==> config.mk <==
export PLATFORM = sky130hd
export DESIGN_NAME = frame_pool_alloc
export DESIGN_NICKNAME = d
export VERILOG_FILES = /design/src/rtl/fpa_pkg.sv /design/src/rtl/fpa_tag_decode.sv /design/src/rtl/fpa_hop_guard.sv /design/src/rtl/frame_pool_alloc.sv
export SDC_FILE = /design/constraint.sdc
export NUM_CORES = 1
export LEC_CHECK = 0
export CAP_MARGIN = 40
export CORE_ASPECT_RATIO = 0.5
export CORE_MARGIN = 2
export CORE_UTILIZATION = 43
export CTS_CLUSTER_SIZE = 12
export DETAILED_ROUTE_END_ITERATION = 7
export PLACE_DENSITY = 0.75
export SETUP_SLACK_MARGIN = 0.02
export SLEW_MARGIN = 20
export SYNTH_ARGS = -nofsm -noshare
export SYNTH_HDL_FRONTEND = slang
export SYNTH_HIERARCHICAL = 1
export SYNTH_SLANG_ARGS = --single-unit
==> constraint.sdc <==
create_clock -name clk -period 2 [get_ports clk]
set_input_delay 0.4 -clock clk [delete_from_list [all_inputs] [get_ports clk]]
set_output_delay 0.4 -clock clk [all_outputs]
set_load 0.01 [all_outputs]
==> src/rtl/fpa_pkg.sv <==
package fpa_pkg;
    localparam int unsigned WORD_W = 16;
    localparam logic [WORD_W-1:0] HEAD_TABLE_BASE = 16'h0200;

    typedef enum logic [3:0] {
        ST_IDLE,
        ST_A_HEAD,
        ST_A_TAG,
        ST_A_LINK,
        ST_A_UPD,
        ST_F_CLS,
        ST_F_HEAD,
        ST_F_LINK,
        ST_F_UPD
    } fpa_state_e;
endpackage

==> src/rtl/fpa_tag_decode.sv <==
module fpa_tag_decode #(
    parameter int unsigned CLASS_W = 8
) (
    input  logic [fpa_pkg::WORD_W-1:0] head_word,
    output logic                       is_frame,
    output logic                       is_empty,
    output logic                       is_redirect,
    output logic [CLASS_W-1:0]         next_class
);
    // Tag lives in the two low bits: 00 frame, 01 empty, 1x redirect
    always_comb begin
        is_frame    = (head_word[1:0] == 2'b00);
        is_empty    = (head_word[1:0] == 2'b01);
        is_redirect = head_word[1];
        next_class  = head_word[CLASS_W+1:2];
    end
endmodule

==> src/rtl/fpa_hop_guard.sv <==
module fpa_hop_guard #(
    parameter int unsigned HOP_LIMIT = 8
) (
    input  logic clk,
    input  logic rst_n,
    input  logic clear,
    input  logic step,
    output logic exhausted
);
    localparam int unsigned CNT_W = $clog2(HOP_LIMIT + 1);

    logic [CNT_W-1:0] hops_q;

    always_ff @(posedge clk) begin
        if (!rst_n || clear) begin
            hops_q <= '0;
        end else if (step) begin
            hops_q <= hops_q + 1'b1;
        end
    end

    assign exhausted = (hops_q == CNT_W'(HOP_LIMIT));

    AST_HOP_BOUND: assert property (@(posedge clk) disable iff (!rst_n)
        hops_q <= CNT_W'(HOP_LIMIT));
endmodule

==> src/rtl/frame_pool_alloc.sv <==
module frame_pool_alloc #(
    parameter int unsigned CLASS_W   = 8,
    parameter int unsigned HOP_LIMIT = 8
) (
    input  logic               clk,
    input  logic               rst_n,
    input  logic               alloc_req,
    input  logic [CLASS_W-1:0] alloc_class,
    input  logic               free_req,
    input  logic [15:0]        free_ptr,
    output logic               done,
    output logic [15:0]        frame_out,
    output logic               empty_trap,
    output logic               loop_err,
    output logic               mem_en,
    output logic               mem_we,
    output logic [15:0]        mem_addr,
    output logic [15:0]        mem_wdata,
    input  logic [15:0]        mem_rdata
);
    import fpa_pkg::*;

    localparam int unsigned PAD_W = WORD_W - CLASS_W;

    fpa_state_e           state_q, state_d;
    logic [CLASS_W-1:0]   cls_q;
    logic [WORD_W-1:0]    frame_q;
    logic                 tag_frame, tag_empty, tag_redir;
    logic [CLASS_W-1:0]   redir_class;
    logic                 hops_out;
    logic                 fin_ok, fin_free, fin_trap, fin_loop;

    fpa_tag_decode #(.CLASS_W(CLASS_W)) u_tag (
        .head_word   (mem_rdata),
        .is_frame    (tag_frame),
        .is_empty    (tag_empty),
        .is_redirect (tag_redir),
        .next_class  (redir_class)
    );

    fpa_hop_guard #(.HOP_LIMIT(HOP_LIMIT)) u_hops (
        .clk       (clk),
        .rst_n     (rst_n),
        .clear     (state_q == ST_IDLE),
        .step      (state_q == ST_A_TAG && tag_redir && !hops_out),
        .exhausted (hops_out)
    );

    function automatic logic [WORD_W-1:0] head_addr(input logic [CLASS_W-1:0] c);
        return HEAD_TABLE_BASE + {{PAD_W{1'b0}}, c};
    endfunction

    // State register
    always_ff @(posedge clk) begin
        if (!rst_n) state_q <= ST_IDLE;
        else        state_q <= state_d;
    end

    // Transitions
    always_comb begin
        state_d = state_q;
        unique case (state_q)
            ST_IDLE: begin
                if (alloc_req)     state_d = ST_A_HEAD;
                else if (free_req) state_d = ST_F_CLS;
            end
            ST_A_HEAD: state_d = ST_A_TAG;
            ST_A_TAG: begin
                if (tag_frame)      state_d = ST_A_LINK;
                else if (tag_empty) state_d = ST_IDLE;
                else if (hops_out)  state_d = ST_IDLE;
                else                state_d = ST_A_HEAD;
            end
            ST_A_LINK: state_d = ST_A_UPD;
            ST_A_UPD:  state_d = ST_IDLE;
            ST_F_CLS:  state_d = ST_F_HEAD;
            ST_F_HEAD: state_d = ST_F_LINK;
            ST_F_LINK: state_d = ST_F_UPD;
            ST_F_UPD:  state_d = ST_IDLE;
            default:   state_d = ST_IDLE;
        endcase
    end

    // Memory-side outputs
    always_comb begin
        mem_en    = 1'b0;
        mem_we    = 1'b0;
        mem_addr  = '0;
        mem_wdata = '0;
        unique case (state_q)
            ST_A_HEAD: begin mem_en = 1'b1; mem_addr = head_addr(cls_q); end
            ST_A_LINK: begin mem_en = 1'b1; mem_addr = frame_q; end
            ST_A_UPD: begin
                mem_en = 1'b1; mem_we = 1'b1;
                mem_addr = head_addr(cls_q); mem_wdata = mem_rdata;
            end
            ST_F_CLS:  begin mem_en = 1'b1; mem_addr = frame_q - 16'd1; end
            ST_F_HEAD: begin mem_en = 1'b1; mem_addr = head_addr(mem_rdata[CLASS_W-1:0]); end
            ST_F_LINK: begin
                mem_en = 1'b1; mem_we = 1'b1;
                mem_addr = frame_q; mem_wdata = mem_rdata;
            end
            ST_F_UPD: begin
                mem_en = 1'b1; mem_we = 1'b1;
                mem_addr = head_addr(cls_q); mem_wdata = frame_q;
            end
            default: ;
        endcase
    end

    // Working registers
    always_ff @(posedge clk) begin
        if (!rst_n) begin
            cls_q   <= '0;
            frame_q <= '0;
        end else begin
            unique case (state_q)
                ST_IDLE: begin
                    if (alloc_req)     cls_q   <= alloc_class;
                    else if (free_req) frame_q <= free_ptr;
                end
                ST_A_TAG: begin
                    if (tag_frame)      frame_q <= mem_rdata;
                    else if (tag_redir) cls_q   <= redir_class;
                end
                ST_F_HEAD: cls_q <= mem_rdata[CLASS_W-1:0];
                default: ;
            endcase
        end
    end

    assign fin_ok   = (state_q == ST_A_UPD);
    assign fin_free = (state_q == ST_F_UPD);
    assign fin_trap = (state_q == ST_A_TAG) && tag_empty;
    assign fin_loop = (state_q == ST_A_TAG) && tag_redir && hops_out;

    // Result registers
    always_ff @(posedge clk) begin
        if (!rst_n) begin
            done       <= 1'b0;
            frame_out  <= '0;
            empty_trap <= 1'b0;
            loop_err   <= 1'b0;
        end else begin
            done       <= fin_ok || fin_free || fin_trap || fin_loop;
            empty_trap <= fin_trap;
            loop_err   <= fin_loop;
            if (fin_ok)                            frame_out <= frame_q;
            else if (fin_free || fin_trap || fin_loop) frame_out <= '0;
        end
    end

    AST_DONE_PULSE: assert property (@(posedge clk) disable iff (!rst_n)
        done |=> !done);
    AST_RESULT_EXCL: assert property (@(posedge clk) disable iff (!rst_n)
        $onehot0({empty_trap, loop_err}));
    AST_TRAP_NOFRAME: assert property (@(posedge clk) disable iff (!rst_n)
        (empty_trap || loop_err) |-> (done && frame_out == 16'd0));
    AST_FRAME_ALIGNED: assert property (@(posedge clk) disable iff (!rst_n)
        frame_out[1:0] == 2'b00);
    AST_WE_NEEDS_EN: assert property (@(posedge clk) disable iff (!rst_n)
        mem_we |-> mem_en);
    AST_IDLE_QUIET: assert property (@(posedge clk) disable iff (!rst_n)
        (state_q == ST_IDLE) |-> !mem_en);
    AST_HEAD_REGION: assert property (@(posedge clk) disable iff (!rst_n)
        (state_q == ST_A_HEAD) |-> (mem_addr >= HEAD_TABLE_BASE));
endmodule

==> results.ini, run 1 <==
[placement]
buffer_ports.inserted=96
gp_routability_congestion=0.869
place.detailed.hpwl_um=7560
pre_cts_ws_ps=-340

[setup_path]
worst-r2r-setup-slack_ps=-20
worst-endpoint-arrival_ps=1900
crit_path_launch_type=flop
worst-r2r-cell-count=7
endpoint_kind=output port
setup.worst_path.class=reg2out
critical_path.reg2reg.endpoint=cls_q[2]
crit_required_ps=1600
worst-path-max-fanout=2
crit-reg2reg-launch=state_q[0]

[status]
violations=setup timing
status=finished with violations

[timing]
max_freq_ghz=0.434
tightestPinTransition_ps=391
setup_slack_ps=-302
hold_viol=0
setup_repair_after_global_routing_missed_its_margin=yes
timing.clock.skew_ps=4.13
min_period_ps=2300
drv_slew=0
worst_slew_margin_rel_pct=73.9
finalSetupViolCount=35
finalCritPeriodShare_pct=115

[logic_synthesis]
synth_most_common_cell=sky130_fd_sc_hd__dfxtp_1
dominant_register_cell_in_the_synthesized_netlist=sky130_fd_sc_hd__dfxtp_1
yosys_warnings=6
netlist.top_cell.by_area=sky130_fd_sc_hd__dfxtp_1
post_synth_inst_count=366
fraction_of_synthesis_flops_using_an_asynchronous_set_or_reset_pin_pct=0
synthDistinctLibCells=62
synth_seq_area_share_pct=31.9
synth_top_cells_by_count=51 x sky130_fd_sc_hd__dfxtp_1, 32 x sky130_fd_sc_hd__a22o_1, 29 x sky130_fd_sc_hd__nor2_1, 26 x sky130_fd_sc_hd__mux2i_1, 24 x sky130_fd_sc_hd__nand2_1
synth_area_per_cell_um2=8.75
synth.top_cells.by_area=sky130_fd_sc_hd__dfxtp_1 32%, sky130_fd_sc_hd__a22o_1 8.7%, sky130_fd_sc_hd__mux2i_1 8.1%
synth-edff-count=0
ys_seq_elements=51
synth_largest_type_area_fraction_pct=31.9
syn-num-nets=413
synthesized_area_um2=3200

[routing]
routed_via_density=6.29
dr.pass1.iters=6
drtAntennaViolNets=0
vias=3994
drt-initial-drc-count=409
post-route-drc-count=0
routed_wl_um=14100
post_drt_wl_per_cell_um=22.2

[clocking]
cts_buffer_count=5
cts_tree=yes
worstSkewPairLatency_ps=300
hold_buffers=0
cts.sinks=51
clkSlewWorstSetupHoldPaths_ps=70
clock_tree_root_driver_cell=sky130_fd_sc_hd__clkbuf_16
clockBufferDepth=2
htree_num_levels=2

[cells_and_area]
synthToLayoutAreaGrowth_pct=72.5
n_fill_cell=448
antenna_cells_inserted=0
layout.nets=585
post_route_cells_drive_above_1_share_pct=42.5

[power_and_ir_drop]
static-leakage-power_uw=0.00227
cell_int_power_uw=3170
ir_worst_vdd_uv=452
switching_fraction_of_total_power_pct=39.7
share_seq_of_total_power_pct=25.1
comb_power_share_pct=57.3
power_per_cell_area_nw_per_um2=952
total_power_uw=5260
p_sw_uw=2090
clock_power_share_pct=17.5

[global_routing]
gr-usage-met2_pct=47.0
first_pass_grt_wire_length_um=18000
grt_max_degree=33
first_global_vias=3532
grt_busiest_layer=met2
grt_util_met3_pct=5.37
grtUsageTotal_pct=27.5
grt_remaining_overflow=0
number_of_antenna_violations_at_the_first_check_in_global_routing=0
met1_usage_in_global_routing_pct=35.3

[floorplanning]
start_util_pct=44.1
floorplan_row_count=22
floorplan.die_area_um2=8200
die_y_um=65.0
core_um2=7270
chipWidth_um=126
boundaryPins=97

[hold_path]
min_path_type=reg2reg
min_from=frame_out[5]
min_to=frame_out[5]
hold_depth=1

[job]
max_cap_violations=0

## worst max-delay path: stages (launching register included)
cell                      delay, ps
sky130_fd_sc_hd__dfxtp_2        350
sky130_fd_sc_hd__nor4_4         360
sky130_fd_sc_hd__buf_4          180
sky130_fd_sc_hd__nand3_2        100
sky130_fd_sc_hd__o31a_1         270
sky130_fd_sc_hd__a31oi_1        170
sky130_fd_sc_hd__buf_2          160
## power by group through the flow
stage / clock [uW] / combinational [uW] / sequential, uW
after floorplan: 0 / 1210 / 1260
after global placement: 0 / 2130 / 1270
after detailed placement: 0 / 2160 / 1280
after CTS: 910 / 2380 / 1280
after global routing: 975 / 3150 / 1330
final: 923 / 3020 / 1320
## area by class of cell
cell class | instances | area (um^2) | area share, %
Clock inverter | 2 | 16.3 | 0.294
Multi-Input combinational cell | 264 | 2260 | 40.9
Clock buffer | 6 | 139 | 2.51
Sequential cell | 51 | 1040 | 18.9
Timing Repair Buffer | 206 | 1910 | 34.5
Inverter | 10 | 40.0 | 0.724
Tap cell | 96 | 120 | 2.17
## worst max-delay path by stage
stage           startpoint           end  slack (ps)  depth (start not counted)
5_1_grt        frame_q[10]  mem_addr[15]        -410                          6
6_report       frame_q[10]  mem_addr[15]        -300                          6
4_1_cts         frame_q[1]  mem_addr[12]        -200                          7
2_1_floorplan   frame_q[0]  mem_addr[12]          20                          7
3_5_place_dp    frame_q[1]  mem_addr[12]        -340                          7
3_3_place_gp    frame_q[1]  mem_addr[12]        -300                          7
## registers in the layout (all words and copies together) (netlist names)
register and flops:
loop_err 1, frame_q 16, cls_q 8, empty_trap 1, done 1, frame_out 16, u_hops/hops_q 4, state_q 4
## cell families (layout without fill, tap and decap cells)
| group | after synthesis | in the layout | synth area share [%] |
|---|---|---|---|
| mux | 26 | 26 | 8.12 |
| buf+inv | 52 | 224 | 9.29 |
| simple gates | 109 | 109 | 20.0 |
| xor+xnor | 6 | 6 | 1.64 |
| fa+ha+maj | 3 | 3 | 1.17 |
| compound gates | 119 | 120 | 28.0 |
| flops | 51 | 51 | 31.9 |
## through the flow
stage	instances	area (um^2)	util, %	hold slack (ps)	TNS (ps)
after global placement	594	4690	64.6	453	-11830
final	635	5530	76.1	475	-5760
after floorplan	366	3220	-	443	0
after detailed placement	594	4690	64.6	456	-14380
after CTS	622	5090	70.1	469	-2850
after global routing	635	5530	76.1	500	-7100
## cells in the final DEF, fill, tap and decap left out, types with 3 or more instances in the layout
cell type                         count
sky130_fd_sc_hd__inv_1                6
sky130_fd_sc_hd__buf_4               77
sky130_fd_sc_hd__mux2i_4              4
sky130_fd_sc_hd__o221ai_1             8
sky130_fd_sc_hd__a22oi_2              3
sky130_fd_sc_hd__buf_6               25
sky130_fd_sc_hd__nand3b_1             4
sky130_fd_sc_hd__nand3_2              5
sky130_fd_sc_hd__mux2i_1             22
sky130_fd_sc_hd__nand3_1             10
sky130_fd_sc_hd__buf_12               8
sky130_fd_sc_hd__nor2b_1              3
sky130_fd_sc_hd__clkbuf_16            9
sky130_fd_sc_hd__o211ai_1             4
sky130_fd_sc_hd__buf_2               28
sky130_fd_sc_hd__clkdlybuf4s50_1     61
sky130_fd_sc_hd__a211oi_2             5
sky130_fd_sc_hd__a21oi_1             12
sky130_fd_sc_hd__a22o_1              32
sky130_fd_sc_hd__and3_4               3
sky130_fd_sc_hd__o21ai_1              9
sky130_fd_sc_hd__a211oi_1            12
sky130_fd_sc_hd__xor2_1               3
sky130_fd_sc_hd__dfxtp_4              5
sky130_fd_sc_hd__dfxtp_1             43
sky130_fd_sc_hd__nor2_1              26
sky130_fd_sc_hd__nand2_1             21
sky130_fd_sc_hd__dfxtp_2              3
sky130_fd_sc_hd__o21ai_2              4
sky130_fd_sc_hd__o21ai_0              4
sky130_fd_sc_hd__nor4_4               3
## timing repair
| action | CTS | global route |
|---|---|---|
| gates cloned | 1 | 4 |
| pin swaps | 23 | 29 |
| gates resized for setup | 205 | 63 |
| setup endpoints to repair | 52 | 75 |
| buffers inserted | 19 | 14 |
## per-layer routing
| layer | up-vias | wire length [um] |
|---|---|---|
| li1 | 1717 | - |
| met1 | 1910 | 5540 |
| met2 | 292 | 6640 |
| met3 | 75 | 1230 |
| met4 | 0 | 674 |
| met5 | - | 0 |
No activity file was read; power rests on OpenSTA's default activity.
==> run 2, diff against run 1 <==
ABC_CLOCK_PERIOD_IN_PS = 2000   (was not set)
REMOVE_ABC_BUFFERS = 1   (was not set)
SLEW_MARGIN = not set   (was 20)
==> results.ini, run 2 (synthesis gave the netlist of run 1 again) <==
[global_routing]
first_pass_grt_wire_length_um=18200  ; +0.99%
grtUsageTotal_pct=27.9  ; +0.34 points
number_of_antenna_violations_at_the_first_check_in_global_routing=0  ; unchanged
grt_max_degree=25  ; -24%
first_global_vias=3504  ; -0.79%
grt_remaining_overflow=0  ; unchanged

[routing]
post_drt_wl_per_cell_um=19.7  ; -11%
routed_via_density=5.97  ; -5.2%
drtAntennaViolNets=0  ; unchanged
routed_wl_um=12700  ; -9.7%
dr.pass1.iters=6  ; unchanged
post-route-drc-count=0  ; unchanged
vias=3842  ; -3.8%
drt-initial-drc-count=448  ; +9.5%

[setup_path]
worst-endpoint-arrival_ps=1880  ; -20 ps
worst-r2r-cell-count=8  ; +1
setup.worst_path.class=reg2out
crit_path_launch_type=flop
endpoint_kind=output port
crit_required_ps=1600  ; about the same
worst-path-max-fanout=4  ; +2

[clocking]
cts.sinks=51  ; unchanged
hold_buffers=0  ; unchanged
clkSlewWorstSetupHoldPaths_ps=70  ; about the same
worstSkewPairLatency_ps=300  ; about the same
clock_tree_root_driver_cell=sky130_fd_sc_hd__clkbuf_16
htree_num_levels=2  ; unchanged
cts_tree=yes
cts_buffer_count=5  ; unchanged
clockBufferDepth=2  ; unchanged

[hold_path]
hold_depth=1  ; unchanged
min_path_type=reg2reg

[power_and_ir_drop]
comb_power_share_pct=55.6  ; -1.7 points
static-leakage-power_uw=0.00221  ; -2.5%
switching_fraction_of_total_power_pct=38.5  ; -1.2 points
cell_int_power_uw=2990  ; -5.8%
power_per_cell_area_nw_per_um2=914  ; -4.0%
share_seq_of_total_power_pct=26.8  ; +1.7 points
p_sw_uw=1870  ; -10%
clock_power_share_pct=17.6  ; about the same
ir_worst_vdd_uv=531  ; +17%

[cells_and_area]
n_fill_cell=505  ; +13%
most-common-layout-cells=91 x sky130_fd_sc_hd__buf_4, 62 x sky130_fd_sc_hd__clkdlybuf4s50_1, 42 x sky130_fd_sc_hd__dfxtp_1
antenna_cells_inserted=0  ; unchanged
synthToLayoutAreaGrowth_pct=65.9
register_area_um2=1040  ; +0.12%
post_route_cells_drive_above_1_share_pct=40.5  ; -2.0 points
multiInputGateArea_um2=2100  ; -6.8%
layout.nets=595  ; +1.7%
final_core_utilization_pct=73.2  ; -2.9 points
biggestRegsByFlops=frame_out x16, frame_q x16, cls_q x8
most_common_library_cell_in_the_layout_ignoring_fill_and_taps=sky130_fd_sc_hd__buf_4

[floorplanning]
boundaryPins=97  ; unchanged
core_um2=7270  ; unchanged
floorplan.die_area_um2=8200  ; unchanged
start_util_pct=44.1  ; unchanged
die_y_um=65.0  ; unchanged
floorplan_row_count=22  ; unchanged
chipWidth_um=126  ; unchanged

[timing]
worst_slew_margin_rel_pct=77.2  ; +3.3 points
min_period_ps=2280  ; -20.6 ps
timing.clock.skew_ps=7.74  ; +3.61 ps
finalCritPeriodShare_pct=114  ; -1.0 points
drv_slew=0  ; unchanged
hold_viol=0  ; unchanged
setup_slack_ps=-281  ; +20.6 ps
setup_repair_after_global_routing_missed_its_margin=yes
whs_ps=480  ; +4.05 ps
finalSetupViolCount=33  ; -5.7%
tightestPinTransition_ps=342  ; -48.8 ps
max_freq_ghz=0.438  ; +0.90%

[placement]
place.detailed.hpwl_um=7740  ; +2.3%
buffer_ports.inserted=96  ; unchanged
gp_routability_congestion=0.934  ; +7.5%
pre_cts_ws_ps=-325  ; +14.7 ps

[status]
status=finished with violations
violations=setup timing

[job]
max_cap_violations=0  ; unchanged

[run 2: cell count changes in the layout (fill, tap and decap cells not counted), sizes merged]
| cell | previous run | this run |
|---|---|---|
| clkinv | 2 | 3 |
| clkdlybuf4s50 | 61 | 62 |
| buf | 139 | 154 |
| clkbuf | 10 | 5 |
| clkdlybuf4s15 | 1 | 0 |
| clkinvlp | 1 | 0 |
| dlymetal6s2s | 1 | 0 |
[run 2: worst max-delay path: stages (launching register included)]
cell                       delay [ps]
sky130_fd_sc_hd__dfxtp_4          380
sky130_fd_sc_hd__buf_6            140
sky130_fd_sc_hd__nor4bb_4          60
sky130_fd_sc_hd__buf_4            150
sky130_fd_sc_hd__buf_6            110
sky130_fd_sc_hd__buf_6            100
sky130_fd_sc_hd__a222oi_1         350
sky130_fd_sc_hd__o21ai_1          130
sky130_fd_sc_hd__buf_2            160
[run 2: routing by layer]
| metal | GRT usage (%) | routed length, um | vias to the layer above | part of all wire (%) |
|---|---|---|---|---|
| li1 | - | - | 1731 | - |
| met1 | 37.4 | 5520 | 1843 | 43 |
| met2 | 46.5 | 5860 | 222 | 46 |
| met3 | 5.45 | 1000 | 46 | 7.9 |
| met4 | 6.73 | 325 | 0 | 2.6 |
| met5 | 0 | 0 | - | 0 |
[run 2: layout make-up]
class,count,share of cell area [%]
clock buffer,5,2.35
sequential,51,19.7
clock inverter,2,0.259
timing repair buffer,216,35.1
inverter,10,0.753
tap,96,2.26
multi-input combinational,264,39.6
[run 2: power by group through the flow]
stage,Combinational [uW],Clock [uW],Sequential (uW)
after floorplan,952,0,1360
after global placement,2160,0,1270
after detailed placement,2180,0,1280
after CTS,2400,859,1280
after global routing,2850,905,1310
final,2700,857,1300
[run 2: worst paths after layout]
path | from | endpoint | slack (ps)
max | state_q[0] | mem_addr[7] | -280
min | frame_out[8] | frame_out[8] | 480
max reg2reg | state_q[3] | frame_q[2] | -10
min reg2reg | frame_out[8] | frame_out[8] | 480
[run 2: per-stage QoR]
step	TNS (ps)	std cells	total power (uW)	cell area, um^2
final	-4550	644	4860	5320
after global routing	-6430	644	5070	5320
after CTS	-3000	633	4540	5100
after detailed placement	-12770	601	3460	4730
after global placement	-12340	601	3430	4730
after floorplan	-27110	324	2310	2940
[run 2: what timing repair did]
| item | 4_1_cts | 5_1_grt |
|---|---|---|
| setup endpoints to repair | 53 | 50 |
| gates resized for setup | 200 | 39 |
| pin swaps | 17 | 24 |
| buffers inserted | 24 | 11 |
| gates cloned | 1 | 1 |
==> run 3, diff against run 2 <==
ABC_CLOCK_PERIOD_IN_PS = not set   (was 2000)
CORE_ASPECT_RATIO = 1.75   (was 0.5)
SKIP_CTS_REPAIR_TIMING = 1   (was not set)
==> results.ini, run 3 (synthesis gave the netlist of run 1 again) <==
[status]
status=finished with violations
violations=setup timing

[cells_and_area]
antenna_cells_inserted=0  ; unchanged
layout.nets=573  ; -3.7%
n_fill_cell=557  ; +10%
multiInputGateArea_um2=2060  ; -2.3%
biggestRegsByFlops=frame_out x16, frame_q x16, cls_q x8
final_core_utilization_pct=70.6  ; -2.5 points
most_common_library_cell_in_the_layout_ignoring_fill_and_taps=sky130_fd_sc_hd__buf_4
most-common-layout-cells=78 x sky130_fd_sc_hd__buf_4, 62 x sky130_fd_sc_hd__clkdlybuf4s50_1, 43 x sky130_fd_sc_hd__dfxtp_1
register_area_um2=1040  ; -0.60%
post_route_cells_drive_above_1_share_pct=35.5  ; -5.0 points
synthToLayoutAreaGrowth_pct=59.4

[global_routing]
grtUsageTotal_pct=25.4  ; -2.5 points
met1_usage_in_global_routing_pct=27.9  ; -9.5 points
grt_busiest_layer=met2
first_pass_grt_wire_length_um=16900  ; -7.5%
grt_util_met3_pct=3.75  ; -1.7 points
grt_max_degree=20  ; -20%
number_of_antenna_violations_at_the_first_check_in_global_routing=0  ; unchanged
first_global_vias=3487  ; -0.49%
gr-usage-met2_pct=47.1  ; +0.55 points
grt_remaining_overflow=0  ; unchanged

[placement]
place.detailed.hpwl_um=8070  ; +4.2%
pre_cts_ws_ps=-341  ; -15.4 ps
gp_routability_congestion=0.859  ; -8.0%
buffer_ports.inserted=96  ; unchanged

[floorplanning]
chipWidth_um=69.3  ; -45%
floorplan.die_area_um2=8190  ; -0.18%
start_util_pct=44.3  ; +0.21 points
boundaryPins=97  ; unchanged
core_um2=7230  ; -0.46%
floorplan_row_count=41  ; +86%
die_y_um=118  ; +82%

[setup_path]
crit_path_top_delay_cell=sky130_fd_sc_hd__dfxtp_2
worst-r2r-setup-slack_ps=110  ; +120 ps
crit_required_ps=1600  ; about the same
worst-r2r-cell-count=6  ; -2
endpoint_kind=output port
cp_cell_sequence=buf_6, nor4_4, nand3_1, buf_4, o31a_1, a31oi_1, buf_2
setup.worst_path.class=reg2out
worst-endpoint-arrival_ps=1850  ; -30 ps
worstSetupStartpoint=frame_q[1]
critical-path-max-stage-delay_ps=340  ; -40 ps
crit-reg2reg-launch=state_q[3]
worst-path-max-fanout=3  ; -1
crit_path_launch_type=flop

[timing]
max_freq_ghz=0.444  ; +1.3%
timing.clock.skew_ps=3.81  ; -3.93 ps
tightestPinTransition_ps=331  ; -11.3 ps
hold_viol=0  ; unchanged
setup_slack_ps=-252  ; +29.1 ps
worst_slew_margin_rel_pct=77.6  ; +0.41 points
whs_ps=470  ; -9.27 ps
setup_repair_after_global_routing_missed_its_margin=yes
finalSetupViolCount=34  ; +3.0%
finalCritPeriodShare_pct=113  ; -1.5 points
min_period_ps=2250  ; -29.1 ps
drv_slew=0  ; unchanged
fin_tns_setup_ps=-4520  ; +31.2 ps

[clocking]
cts_buffer_count=5  ; unchanged
clkSlewWorstSetupHoldPaths_ps=60  ; about the same
clock_tree_root_driver_cell=sky130_fd_sc_hd__clkbuf_16
worstSkewPairLatency_ps=300  ; about the same
clockBufferDepth=2  ; unchanged
cts_tree=yes
htree_num_levels=2  ; unchanged
cts.sinks=51  ; unchanged

[job]
max_cap_violations=0  ; unchanged

[hold_path]
min_from=cls_q[3]
hold_depth=2  ; +1
min_path_type=reg2reg

[routing]
routed_wl_um=11600  ; -8.5%
vias=3615  ; -5.9%
drt-initial-drc-count=273  ; -39%
routed_via_density=5.90  ; -1.2%
post_drt_wl_per_cell_um=19.0  ; -3.9%
post-route-drc-count=0  ; unchanged
drtAntennaViolNets=0  ; unchanged
dr.pass1.iters=5  ; -1

[power_and_ir_drop]
power_per_cell_area_nw_per_um2=941  ; +3.0%
total_power_uw=4810  ; -1.1%
ir_worst_vdd_uv=474  ; -11%
static-leakage-power_uw=0.00213  ; -3.8%

## run 3: cell type report
cell class                      count  area share (%)
Sequential cell                    51            20.3
Tap cell                           86            2.11
Timing Repair Buffer              194            33.5
Inverter                           10           0.735
Multi-Input combinational cell    264            40.3
Clock buffer                        8            3.06
## run 3: final timing paths
path / end
min reg2reg: cls_q[3]
min: cls_q[3]
max: mem_addr[15]
max reg2reg: frame_q[1]
## run 3: worst max-delay path: cells and delay by family, from the launching register on
kind / cells / cell delay (ps)
buffers and inverters: 3 / 420
and+or+nand+nor: 2 / 410
AOI/OAI and AO/OA: 2 / 370
DFF: 1 / 340
## run 3: through the flow
stage | instance area [um^2] | std cells
detailed placement | 4700 | 588
CTS | 4860 | 596
global route | 5110 | 613
finish | 5110 | 613
floorplan | 2940 | 324
global placement | 4700 | 588
## run 3: power breakdown
| group | switching, uW | internal (uW) | total, uW |
|---|---|---|---|
| Combinational | 1240 | 1350 | 2600 |
| Sequential | 136 | 1160 | 1290 |
| Clock | 379 | 534 | 913 |
## run 3: routing by layer
metal  up-vias  part of all wire [%]  routed length, um
li1       1697                     -                  -
met1      1720                    36               4140
met4         0                   4.0                464
met2       160                    55               6350
met5         -                     0                  0
met3        38                   5.8                676
